## config.mk

```make
export PLATFORM = sky130hd
export DESIGN_NAME = gs_dual_latch
export DESIGN_NICKNAME = d
export VERILOG_FILES = /design/src/rtl/gsl_pkg.sv /design/src/rtl/gsl_sync_pipe.sv /design/src/rtl/gsl_edge_detect.sv /design/src/rtl/gsl_shift_chain.sv /design/src/rtl/gsl_gs_latches.sv /design/src/rtl/gs_dual_latch.sv
export SDC_FILE = /design/constraint.sdc
export NUM_CORES = 1
export LEC_CHECK = 0
export ABC_CLOCK_PERIOD_IN_PS = 2270
export BUFFER_PORTS_ARGS = -buffer_cell sky130_fd_sc_hd__buf_2
export CORE_ASPECT_RATIO = 0.75
export CORE_MARGIN = 3
export CORE_UTILIZATION = 61
export CTS_BUF_LIST = sky130_fd_sc_hd__clkbuf_4 sky130_fd_sc_hd__clkbuf_8
export CTS_CLUSTER_DIAMETER = 40
export DETAILED_ROUTE_END_ITERATION = 6
export GPL_ROUTABILITY_DRIVEN = 0
export PLACE_DENSITY = 0.91
export SLEW_MARGIN = 0
export SYNTH_ARGS = -nofsm -noshare
export SYNTH_HDL_FRONTEND = slang
export SYNTH_HIERARCHICAL = 1
export SYNTH_SLANG_ARGS = --single-unit
export TNS_END_PERCENT = 100
```

## constraint.sdc

```tcl
create_clock -name clk -period 2.27 [get_ports clk]
set_input_delay 0.3405 -clock clk [delete_from_list [all_inputs] [get_ports clk]]
set_output_delay 0.3405 -clock clk [all_outputs]
set_load 0.05 [all_outputs]
```

## src/rtl/gsl_pkg.sv

```systemverilog
package gsl_pkg;

  localparam int unsigned GSL_CHANNELS    = 16;
  localparam int unsigned GSL_GS_BITS     = 12;
  localparam int unsigned GSL_SYNC_STAGES = 2;

  // Indices of the edge-detected control inputs
  localparam int unsigned GSL_EV_SCLK   = 0;
  localparam int unsigned GSL_EV_STROBE = 1;
  localparam int unsigned GSL_EV_CYCEND = 2;
  localparam int unsigned GSL_NUM_EV    = 3;

  // Quasi-static mode inputs that gate the active-latch copy
  typedef struct packed {
    logic auto_repeat;
    logic timing_reset;
    logic blank;
  } gsl_mode_t;

endpackage

```

## src/rtl/gsl_sync_pipe.sv

```systemverilog
module gsl_sync_pipe #(
  parameter int unsigned STAGES = 2
) (
  input  logic clk,
  input  logic rst_n,
  input  logic d,
  output logic q
);

  logic [STAGES-1:0] pipe;

  generate
    if (STAGES == 1) begin : g_single
      always_ff @(posedge clk or negedge rst_n) begin
        if (!rst_n) pipe <= '0;
        else        pipe <= d;
      end
    end else begin : g_multi
      always_ff @(posedge clk or negedge rst_n) begin
        if (!rst_n) pipe <= '0;
        else        pipe <= {pipe[STAGES-2:0], d};
      end
    end
  endgenerate

  assign q = pipe[STAGES-1];

endmodule

```

## src/rtl/gsl_edge_detect.sv

```systemverilog
module gsl_edge_detect #(
  parameter int unsigned STAGES = 2
) (
  input  logic clk,
  input  logic rst_n,
  input  logic d,
  output logic rise
);

  logic lvl;
  logic lvl_q;

  gsl_sync_pipe #(.STAGES(STAGES)) u_sync (
    .clk   (clk),
    .rst_n (rst_n),
    .d     (d),
    .q     (lvl)
  );

  always_ff @(posedge clk or negedge rst_n) begin
    if (!rst_n) lvl_q <= 1'b0;
    else        lvl_q <= lvl;
  end

  assign rise = lvl & ~lvl_q;

endmodule

```

## src/rtl/gsl_shift_chain.sv

```systemverilog
module gsl_shift_chain #(
  parameter int unsigned WIDTH = 193
) (
  input  logic             clk,
  input  logic             rst_n,
  input  logic             shift_en,
  input  logic             din,
  output logic [WIDTH-1:0] q
);

  always_ff @(posedge clk or negedge rst_n) begin
    if (!rst_n)        q <= '0;
    else if (shift_en) q <= {q[WIDTH-2:0], din};
  end

endmodule

```

## src/rtl/gsl_gs_latches.sv

```systemverilog
module gsl_gs_latches
  import gsl_pkg::*;
#(
  parameter int unsigned PW = 192
) (
  input  logic          clk,
  input  logic          rst_n,
  input  logic [PW-1:0] payload,
  input  logic          gs_write,
  input  logic          cyc_rise,
  input  gsl_mode_t     mode,
  output logic [PW-1:0] first_q,
  output logic [PW-1:0] second_q
);

  // Any of the three conditions moves staging data into the active latch
  function automatic logic active_copy(input gsl_mode_t m, input logic wr,
                                       input logic cyc);
    return m.blank | (m.auto_repeat & cyc) | (m.timing_reset & wr);
  endfunction

  logic [PW-1:0] first_next;
  logic          second_load;

  // A copy in the same cycle as a write takes the freshly written payload
  assign first_next  = gs_write ? payload : first_q;
  assign second_load = active_copy(mode, gs_write, cyc_rise);

  always_ff @(posedge clk or negedge rst_n) begin
    if (!rst_n) begin
      first_q  <= '0;
      second_q <= '0;
    end else begin
      first_q <= first_next;
      if (second_load) second_q <= first_next;
    end
  end

endmodule

```

## src/rtl/gs_dual_latch.sv

```systemverilog
module gs_dual_latch
  import gsl_pkg::*;
#(
  parameter int unsigned CHANNELS    = GSL_CHANNELS,
  parameter int unsigned GS_BITS     = GSL_GS_BITS,
  parameter int unsigned SYNC_STAGES = GSL_SYNC_STAGES
) (
  input  logic                          clk,
  input  logic                          rst_n,
  input  logic                          ser_clk,
  input  logic                          ser_din,
  input  logic                          gs_strobe,
  input  logic                          cycle_end,
  input  logic                          auto_repeat_en,
  input  logic                          timing_reset_en,
  input  logic                          blank,
  output logic                          ser_dout,
  output logic                          ctrl_wr_pulse,
  output logic [CHANNELS*GS_BITS-1:0]   gs_active
);

  localparam int unsigned PW   = CHANNELS * GS_BITS;
  localparam int unsigned SR_W = PW + 1;

  function automatic logic frame_is_control(input logic [SR_W-1:0] sr);
    return sr[SR_W-1];
  endfunction

  function automatic logic [PW-1:0] frame_payload(input logic [SR_W-1:0] sr);
    return sr[PW-1:0];
  endfunction

  // Edge detection of the asynchronous control inputs
  logic [GSL_NUM_EV-1:0] ev_raw;
  logic [GSL_NUM_EV-1:0] ev_rise;

  assign ev_raw[GSL_EV_SCLK]   = ser_clk;
  assign ev_raw[GSL_EV_STROBE] = gs_strobe;
  assign ev_raw[GSL_EV_CYCEND] = cycle_end;

  for (genvar e = 0; e < GSL_NUM_EV; e++) begin : g_ev
    gsl_edge_detect #(.STAGES(SYNC_STAGES)) u_edge (
      .clk   (clk),
      .rst_n (rst_n),
      .d     (ev_raw[e]),
      .rise  (ev_rise[e])
    );
  end

  // Named internal events
  logic sclk_rise;
  logic strobe_rise;
  logic cyc_rise;
  logic din_sync;

  assign sclk_rise   = ev_rise[GSL_EV_SCLK];
  assign strobe_rise = ev_rise[GSL_EV_STROBE];
  assign cyc_rise    = ev_rise[GSL_EV_CYCEND];

  // Data follows the same latency as the serial clock
  gsl_sync_pipe #(.STAGES(SYNC_STAGES)) u_din_sync (
    .clk   (clk),
    .rst_n (rst_n),
    .d     (ser_din),
    .q     (din_sync)
  );

  logic [SR_W-1:0] sreg;

  gsl_shift_chain #(.WIDTH(SR_W)) u_chain (
    .clk      (clk),
    .rst_n    (rst_n),
    .shift_en (sclk_rise),
    .din      (din_sync),
    .q        (sreg)
  );

  assign ser_dout = sreg[SR_W-1];

  // Frame type decided by the top stage
  logic gs_write;
  logic ctrl_write;

  assign gs_write   = strobe_rise & ~frame_is_control(sreg);
  assign ctrl_write = strobe_rise &  frame_is_control(sreg);

  always_ff @(posedge clk or negedge rst_n) begin
    if (!rst_n) ctrl_wr_pulse <= 1'b0;
    else        ctrl_wr_pulse <= ctrl_write;
  end

  gsl_mode_t       mode;
  logic [PW-1:0]   first_q;

  assign mode.auto_repeat  = auto_repeat_en;
  assign mode.timing_reset = timing_reset_en;
  assign mode.blank        = blank;

  gsl_gs_latches #(.PW(PW)) u_latches (
    .clk      (clk),
    .rst_n    (rst_n),
    .payload  (frame_payload(sreg)),
    .gs_write (gs_write),
    .cyc_rise (cyc_rise),
    .mode     (mode),
    .first_q  (first_q),
    .second_q (gs_active)
  );

endmodule

```

==> After elaboration in Yosys (flattened, before gate mapping) <==
Cells that the tools add are included.
{ "totals": {"regBits": 589, "mem_bits_rw": 0, "elab_cells": 25, "in_bits": 9, "romBits": 0, "latch_bits": 0, "n_memories": 0, "output_inout_bits": 194} }
{ "classes": {"n_mux": 1, "reduce_logical": 0, "bitwise_logic": 13, "n_eq_ne": 0, "shifts": 0, "n_addsub": 0, "n_div": 0, "n_lt_le_gt_ge": 0, "multipliers": 0} }
{ "op_table": {"columns": ["cell", "count"], "rows": [
  ["$mux 192", 1],
  ["$and 1x1->1", 7],
  ["$not 1->1", 4],
  ["$or 1x1->1", 2]
]} }

==> Longest topological paths before layout <==
Gate-level depths: netlist of the first run.
{ "depth": {"depth_word": 5, "depth_mapped": 6, "ltp_nobuf": 4} }

==> Cells and area by module <==
Netlist of the first run, hierarchy kept.
{ "by_module_without_submodules": {"columns": ["module", "instances", "area_per_inst_um2", "cells_each", "seq_area_each_um2"], "rows": [
  ["gsl_gs_latches", 1, 14157.3, 811, 9609.2],
  ["gsl_shift_chain", 1, 7219.4, 407, 4829.6],
  ["gsl_sync_pipe", 4, 50.0, 2, 50.0],
  ["gsl_edge_detect", 3, 38.8, 2, 25.0],
  ["gs_dual_latch", 1, 41.3, 3, 25.0]
]} }

==> Worst setup path before layout of the first run <==
Ideal clock, no wire load.
{ "synth_timing": {"path_type": "reg2reg", "start": "reg u_chain.q[192]", "end": "reg u_latches.second_q[11]", "arrival_time_ps": 1954, "path_buffers": 2, "path_stages_with_launch": 6, "setup_slack_ps": 188, "synth_period_minus_slack_ps": 2082, "required_time_ps": 2142, "setup_time_ps": 128, "path_cell_list": "dfrtp_1 -> and2b_2 -> clkbuf_1 -> buf_2 -> mux2_2 -> mux2_1"} }
{ "synth_between": {"elab_cells_between_ends": 5, "classes_between": "1 x mux; 4 x bitwise"} }
{ "synth_lines": {"columns": ["element", "line_no", "rtl"], "rows": [
  ["start, declared", "gsl_shift_chain.sv:8", "output logic [WIDTH-1:0] q"],
  ["start signal, assigned", "gsl_shift_chain.sv:13", "else if (shift_en) q <= {q[WIDTH-2:0], din};"],
  ["$not 1->1", "gs_dual_latch.sv:84", "assign gs_write = strobe_rise & ~frame_is_control(sreg);"],
  ["$and 1x1->1", "gs_dual_latch.sv:84", null],
  ["net gs_write", "gs_dual_latch.sv:81", "logic gs_write;"],
  ["$mux 192", "gsl_gs_latches.sv:26", "assign first_next = gs_write ? payload : first_q;"],
  ["net u_latches.first_next[11]", "gsl_gs_latches.sv:22", "logic [PW-1:0] first_next;"],
  ["end signal, assigned", "gsl_gs_latches.sv:35", "if (second_load) second_q <= first_next;"],
  ["end, declared", "gsl_gs_latches.sv:13", "output logic [PW-1:0] second_q"]
]} }
The timed path passes the listed nets, and every way through them passes these cells.
A chain may end at the register's enable or synchronous reset.

==> Worst setup path in the final report of the first run <==
{ "layout_timing": {"start": "reg g_ev[1].u_edge.u_sync.pipe[1]", "end": "reg u_latches.second_q[38]"} }
{ "layout_between": {"elab_chain_cells": 4, "elab_cells_between_ends": 5, "classes_between": "1 x mux; 4 x bitwise"} }
{ "layout_lines": {"columns": ["element", "line_no", "rtl"], "rows": [
  ["start, declared", "gsl_sync_pipe.sv:10", "logic [STAGES-1:0] pipe;"],
  ["start signal, assigned", "gsl_sync_pipe.sv:21", "else pipe <= {pipe[STAGES-2:0], d};"],
  ["$and 1x1->1 (*)", "gsl_edge_detect.sv:25", "assign rise = lvl & ~lvl_q;"],
  ["net strobe_rise", "gs_dual_latch.sv:52", "logic strobe_rise;"],
  ["$and 1x1->1 (*)", "gs_dual_latch.sv:84", null],
  ["net gs_write", "gs_dual_latch.sv:81", null],
  ["$and 1x1->1", "gsl_gs_latches.sv:19", "return m.blank | (m.auto_repeat & cyc) | (m.timing_reset & wr);"],
  ["$or 1x1->1", "gsl_gs_latches.sv:19", null]
]} }
Mark *: on every way through the listed nets, which the timed path passes. The rest lies on a longest branch.

==> results.yml, run 1 <==
status:
  outcome: "complete, no violations"
floorplanning:
  core_mm2: 0.03492
  die_area_mm2: 0.03795
  ioPinCount: 203
  initial_utilization_pct: 62.25
  fp-row-count: 59
  die_x_um: 224.0
  dieHeight_um: 169.5
timing:
  timing.final.max_slew_violations: 0
  timing.setup.tns_ns: 0
  timing_hold_violations_final: 0
  finalCriticalPeriod_ns: 2.050
  worst_slew_pin_slew_ns: 0.6738
  setup_viol: 0
  min_period_over_period_pct: 90.30
  max-slew-margin-rel_pct: 55.08
  fin_worst_hold_slack_ns: 0.2833
  finClkSkew_ns: 0.02444
  maximum_clock_frequency_mhz: 487.9
  grt_setup_unrepaired: "false"
worst_setup_path:
  max_stage_delay_ns: 0.53
  reg2reg_depth: 5
  worstPathBufferInverterCount: 1
  required_ns: 2.77
  cp_cell_instances: "nor2b_4 > and2b_4 > a221o_4 > buf_4 > mux2_1"
  timing.critical_path.from_type: "flop"
  worst-r2r-setup-slack_ns: 0.22
  endpoint_kind: "flop"
  rr_endpoint: "u_latches/second_q[38]"
  slowest_stage: "sky130_fd_sc_hd__a221o_4"
  path_max_fanout: 27
  timing.setup.critical_path_class: "flop to flop"
  cp_top_family: "compound AO/OA/AOI/OAI gates"
  critical_path_arrival_ns: 2.55
  reg2reg_from: "g_ev[1].u_edge/u_sync/pipe[1]"
clocking:
  cts-resized-gates: 0
  cts_made_buffers: 85
  clk_path_buf_depth: 3
  clock_insertion_delay_worst_skew_ns: 0.63
  clk_pin_slew_worst_paths_ns: 0.06
  cts_tree: "done"
  cts.root.buffer_cell: "sky130_fd_sc_hd__clkbuf_8"
  clock_sinks: 589
  htree_num_levels: 3
routing:
  wl_um: 41460
  vias_per_cell: 5.501
  post-route-drc-count: 0
  drtAntennaViolNets: 0
  dr_total_vias: 11120
  detailedRoute.firstIterationViolations: 596
  drt_pass1_iterations: 4
  avgRoutedWirePerCell_um: 20.50
pwr:
  pwr-share-clk_pct: 40.6
  seq_power_share_pct: 51.3
  p_leak_uw: 0.01380
  p_switching_uw: 5308
  vdd_drop_max_mv: 0.7851
  power_per_cell_area_mw_per_mm2: 857.6
  intPower_uw: 16360
  netSwitchingFraction_pct: 24.50
  comb_power_share_pct: 8.1
cells_and_area:
  antennaDiodeCount: 0
  nNetsFinal: 1511
  syn_to_final_growth_pct: 16.23
  post_route_cells_drive_above_1_share_pct: 49.78
global_routing:
  via_count_of_the_first_global_routing_pass: 12280
  grt_max_degree: 107
  first_pass_grt_wire_length_um: 67180
  grt_usage_pct: 22.31
  grt_ovf: 0
  antenna_found_initial: 0
yosys:
  mappedNetlistNets: 1244
  synth_seq_area_share_pct: 67.81
  synth_area_mm2: 0.02173
  synth_warnings: 6
  postSynthCellCount: 1235
  cell_variety_after_synth: 11
  synth.ff_latch_count: 589
  synthesis.area_per_instance_um2: 17.60
run:
  max_cap_viol_count: 0
place:
  detailed_place_hpwl_um: 25250
  placement.io_buffers: 202
hold_path:
  hold_path_class: "primary input to async pin"
-- sequential cells by signal (all words and copies together), names as in the netlist --
name                     cells
ctrl_wr_pulse                1
g_ev.u_edge/lvl_q            3
g_ev.u_edge/u_sync/pipe      6
u_chain/q                  193
u_din_sync/pipe              2
u_latches/first_q          192
u_latches/second_q         192
-- through the flow --
step                      area (um^2)  power (uW)  util, %  instances  setup slack, ns
after floorplan                 21730       12370        -       1235           0.1885
after global placement          23380       12940    66.96       1867           0.2789
after detailed placement        23380       13010    66.96       1867           0.2215
after CTS                       25260       21900    72.35       2022           0.2162
after global routing            25260       22500    72.35       2022           0.1640
final                           25260       21660    72.35       2022           0.2203
-- routing by layer --
layer  share of wire, %  routed length [um]  vias to the layer above  track usage, %
li1                   -                   -                     4897               -
met1                 44               18080                     5914           30.03
met2                 50               20610                      220           36.59
met3                4.0                1651                       92           4.911
met4                2.7                1108                        0           7.949
met5                  0                   0                        -               0
-- cell type report --
cell class | count | area, um^2
clock buffer | 134 | 1694
clock inverter | 16 | 137.6
fill | 2029 | 9656
multi-input combinational | 583 | 6578
sequential | 589 | 14740
tap | 457 | 571.8
timing repair buffer | 243 | 1541
-- worst register-to-register path: cells and delay by family (launching register included) --
| family | cells | cell delay [ns] |
|---|---|---|
| buffers and inverters | 1 | 0.31 |
| DFF | 1 | 0.39 |
| AOI/OAI and AO/OA | 1 | 0.53 |
| muxes | 1 | 0.39 |
| and+or+nand+nor | 2 | 0.32 |
-- Yosys cell counts (all sizes together) --
| cell type | n | share of area (%) |
|---|---|---|
| nor2b | 3 | 0.19 |
| mux2 | 577 | 30 |
| and2 | 1 | 0.035 |
| and2b | 1 | 0.040 |
| a221o | 1 | 0.046 |
| buf | 62 | 2.0 |
| dfrtp | 589 | 68 |
| clkbuf | 1 | 0.017 |
-- kinds of logic (layout without fill, tap and decap cells) --
| kind of cell | count (synthesis) | after routing | synth area share, % |
|---|---|---|---|
| buffers and inverters | 63 | 393 | 1.980 |
| AO/OA/AOI/OAI | 1 | 1 | 0.04606 |
| AND/OR/NAND/NOR | 5 | 5 | 0.2648 |
| flip-flops | 589 | 589 | 67.81 |
| multiplexers | 577 | 577 | 29.89 |
-- power by group through the flow --
stage                     sequential, uW  combinational, uW  clock [uW]
after floorplan                    11600                721           0
after global placement             11300               1690           0
after detailed placement           11300               1730           0
after CTS                          11100               1770        9020
after global routing               11100               1850        9510
final                              11100               1750        8800
-- how the worst max path moves through the flow --
stage / start / to / slack [ns] / cells past startpoint
CTS: g_ev[1].u_edge/u_sync/pipe[1] / u_latches/second_q[38] / 0.22 / 5
global placement: g_ev[1].u_edge/u_sync/pipe[1] / u_latches/second_q[45] / 0.28 / 5
global route: g_ev[1].u_edge/u_sync/pipe[1] / u_latches/second_q[38] / 0.16 / 5
floorplan: u_chain/q[192] / u_latches/second_q[11] / 0.19 / 5
detailed placement: g_ev[1].u_edge/u_sync/pipe[1] / u_latches/second_q[35] / 0.22 / 5
finish: g_ev[1].u_edge/u_sync/pipe[1] / u_latches/second_q[38] / 0.22 / 5
-- repair_timing --
item / in CTS / in global routing
endpoints found under the hold margin: 49 / 0
setup buffers: 0 / 0
hold buffers: 5 / 0
-- cell usage in the layout, fill, tap and decap left out --
cell type and instances:
sky130_fd_sc_hd__a221o_4 1, sky130_fd_sc_hd__and2_2 1, sky130_fd_sc_hd__and2b_4 1, sky130_fd_sc_hd__buf_12 16
sky130_fd_sc_hd__buf_2 201, sky130_fd_sc_hd__buf_4 20, sky130_fd_sc_hd__buf_8 1, sky130_fd_sc_hd__bufinv_16 1
sky130_fd_sc_hd__clkbuf_4 24, sky130_fd_sc_hd__clkbuf_8 110, sky130_fd_sc_hd__clkinv_2 7, sky130_fd_sc_hd__clkinvlp_4 4
sky130_fd_sc_hd__dfrtp_1 589, sky130_fd_sc_hd__dlygate4sd3_1 5, sky130_fd_sc_hd__inv_6 1, sky130_fd_sc_hd__inv_8 3
sky130_fd_sc_hd__mux2_1 192, sky130_fd_sc_hd__mux2_2 385, sky130_fd_sc_hd__nor2b_4 3
Note: power is estimated with default switching activity, not from simulation.
==> inputs of run 2 (changes only) <==
- ABC_CLOCK_PERIOD_IN_PS: 2270 -> 2100
- clock period: 2.27 -> 2.1 ns (I/O delays scaled with it)
==> run 2 against run 1 <==
Against the previous run:
- first-iteration DRC count down 4.0%
- clock skew down 0.0043 ns
- sequential share of layout area down 0.14 points
- via count down 1.2%
- combinational power up 6%
- utilization up 0.17 points
- total power up 9.4%
- register-to-register slack worse by 0.16 ns
- critical endpoint is now u_latches/second_q[127]
- largest cell class unchanged
- largest power group unchanged
==> results.yml, run 2 (synthesis results as in run 1) <==
timing:
  timing.setup.tns_ns: 0
  fin_worst_hold_slack_ns: 0.2036
  grt_setup_unrepaired: "false"
  min_period_over_period_pct: 97.29
  maximum_clock_frequency_mhz: 489.4
  timing_hold_violations_final: 0
  timing.final.max_slew_violations: 0
  max-slew-margin-rel_pct: 66.51
  worst_slew_pin_slew_ns: 0.5023
  setup_viol: 0
  finalCriticalPeriod_ns: 2.043
  finClkSkew_ns: 0.02018
pwr:
  p_switching_uw: 5682
  power_per_cell_area_mw_per_mm2: 936.3
  intPower_uw: 18030
  netSwitchingFraction_pct: 23.97
  pwr-share-clk_pct: 41.6
  comb_power_share_pct: 7.8
  vdd_drop_max_mv: 0.9525
  p_leak_uw: 0.01382
  seq_power_share_pct: 50.6
global_routing:
  grt_max_degree: 90
  via_count_of_the_first_global_routing_pass: 12420
  grt_ovf: 0
  antenna_found_initial: 0
  grt_usage_pct: 22.50
  first_pass_grt_wire_length_um: 67780
routing:
  detailedRoute.firstIterationViolations: 572
  avgRoutedWirePerCell_um: 20.51
  drt_pass1_iterations: 6
  dr_total_vias: 10990
  vias_per_cell: 5.441
  drtAntennaViolNets: 0
  post-route-drc-count: 0
  wl_um: 41410
floorplanning:
  initial_utilization_pct: 62.25
  die_area_mm2: 0.03795
  fp-row-count: 59
  core_mm2: 0.03492
  dieHeight_um: 169.5
  die_x_um: 224.0
  ioPinCount: 203
clocking:
  clk_path_buf_depth: 3
  clk_pin_slew_worst_paths_ns: 0.07
  clock_insertion_delay_worst_skew_ns: 0.62
  cts_tree: "done"
  post-cts-setup-buffers: 0
  cts_made_buffers: 85
  clock_sinks: 589
  cts.root.buffer_cell: "sky130_fd_sc_hd__clkbuf_8"
  htree_num_levels: 3
status:
  outcome: "complete, no violations"
worst_setup_path:
  timing.critical_path.from_type: "flop"
  cp-startpoint: "g_ev[1].u_edge/u_sync/pipe[1]"
  reg2reg_from: "g_ev[1].u_edge/u_sync/pipe[1]"
  endpoint_kind: "flop"
  critical_path_arrival_ns: 2.54
  required_ns: 2.59
  timing.setup.critical_path_class: "flop to flop"
  path_max_fanout: 65
cells_and_area:
  antennaDiodeCount: 0
  nNetsFinal: 1502
  total_of_fill_cells_in_the_finished_design: 2034
  syn_to_final_growth_pct: 16.50
  most-common-layout-cells: "589 x sky130_fd_sc_hd__dfrtp_1, 385 x sky130_fd_sc_hd__mux2_2, 201 x sky130_fd_sc_hd__buf_2"
  layout.cells.most_common: "sky130_fd_sc_hd__dfrtp_1"
  reg_top3: "u_chain/q x193, u_latches/first_q x192, u_latches/second_q x192"
  max_flop_register: "u_chain/q"
  largest_reg_flops: 193
  post_route_cells_drive_above_1_share_pct: 49.68
hold_path:
  hold_path_class: "primary input to async pin"
place:
  placement.io_buffers: 202
  detailed_place_hpwl_um: 25090
run:
  max_cap_viol_count: 0
-- run 2: cell count changes in the layout (fill, tap and decap cells not counted) --
cell	delta
sky130_fd_sc_hd__clkinv_2	-1
sky130_fd_sc_hd__inv_6	+2
sky130_fd_sc_hd__clkbuf_8	+5
sky130_fd_sc_hd__clkinv_4	+1
sky130_fd_sc_hd__buf_16	+1
sky130_fd_sc_hd__buf_4	-11
sky130_fd_sc_hd__buf_12	+1
sky130_fd_sc_hd__bufinv_16	+1
sky130_fd_sc_hd__clkinvlp_4	-2
sky130_fd_sc_hd__inv_8	-3
sky130_fd_sc_hd__clkbuf_4	+3
-- run 2: layer usage --
layer	up-vias	GRT usage [%]	routed length, um
li1	4875	-	-
met1	5820	30.28	18150
met2	214	37.58	20870
met3	77	4.392	1361
met4	0	7.476	1028
met5	-	0	0
-- run 2: per-stage QoR --
step                utilization, %  std cells  power (uW)  instance area, um^2  setup slack, ns
finish                       72.52       2019       23710                25320          0.05684
CTS                          72.49       2019       23980                25310          0.05878
detailed placement           66.84       1858       14050                23340          0.07997
global placement             66.84       1858       13970                23340           0.1062
global route                 72.52       2019       24610                25320         0.004707
floorplan                        -       1235       13370                21730          0.01847
-- run 2: critical path, stage by stage (launching register included) --
cell	delay, ns
sky130_fd_sc_hd__dfrtp_1	0.39
sky130_fd_sc_hd__nor2b_4	0.13
sky130_fd_sc_hd__and2b_4	0.20
sky130_fd_sc_hd__a221o_4	0.49
sky130_fd_sc_hd__buf_12	0.22
sky130_fd_sc_hd__mux2_1	0.40
-- run 2: power by group through the flow --
| stage | Combinational [uW] | Clock (uW) | Sequential [uW] |
|---|---|---|---|
| floorplan | 779 | 0 | 12600 |
| global placement | 1820 | 0 | 12200 |
| detailed placement | 1860 | 0 | 12200 |
| CTS | 1880 | 10100 | 12000 |
| global route | 1990 | 10600 | 12000 |
| finish | 1850 | 9860 | 12000 |
-- run 2: path summary, 6_finish.rpt --
check / endpoint / slack [ns] / cells past startpoint
max: u_latches/second_q[127] / 0.06 / 5
max in group asynchronous: u_latches/first_q[135] / 1.05 / 3
min reg2reg: g_ev[2].u_edge/u_sync/pipe[1] / 0.36 / 0
max reg2reg: u_latches/second_q[127] / 0.06 / 5
min: u_latches/second_q[146] / 0.20 / 2
min in group clk: u_latches/second_q[70] / 0.24 / 3
-- run 2: layout make-up --
class	instances	area, um^2	share of cell area, %
Clock buffer	142	1785	7.051
Clock inverter	14	140.1	0.5534
Multi-Input combinational cell	583	6578	25.98
Sequential cell	589	14740	58.21
Tap cell	457	571.8	2.258
Timing Repair Buffer	234	1506	5.949
-- run 2: what timing repair did --
item	CTS	global route
setup endpoints to repair	0	1
hold endpoints to repair	68	0
hold buffers	5	0
gates resized for setup	0	1
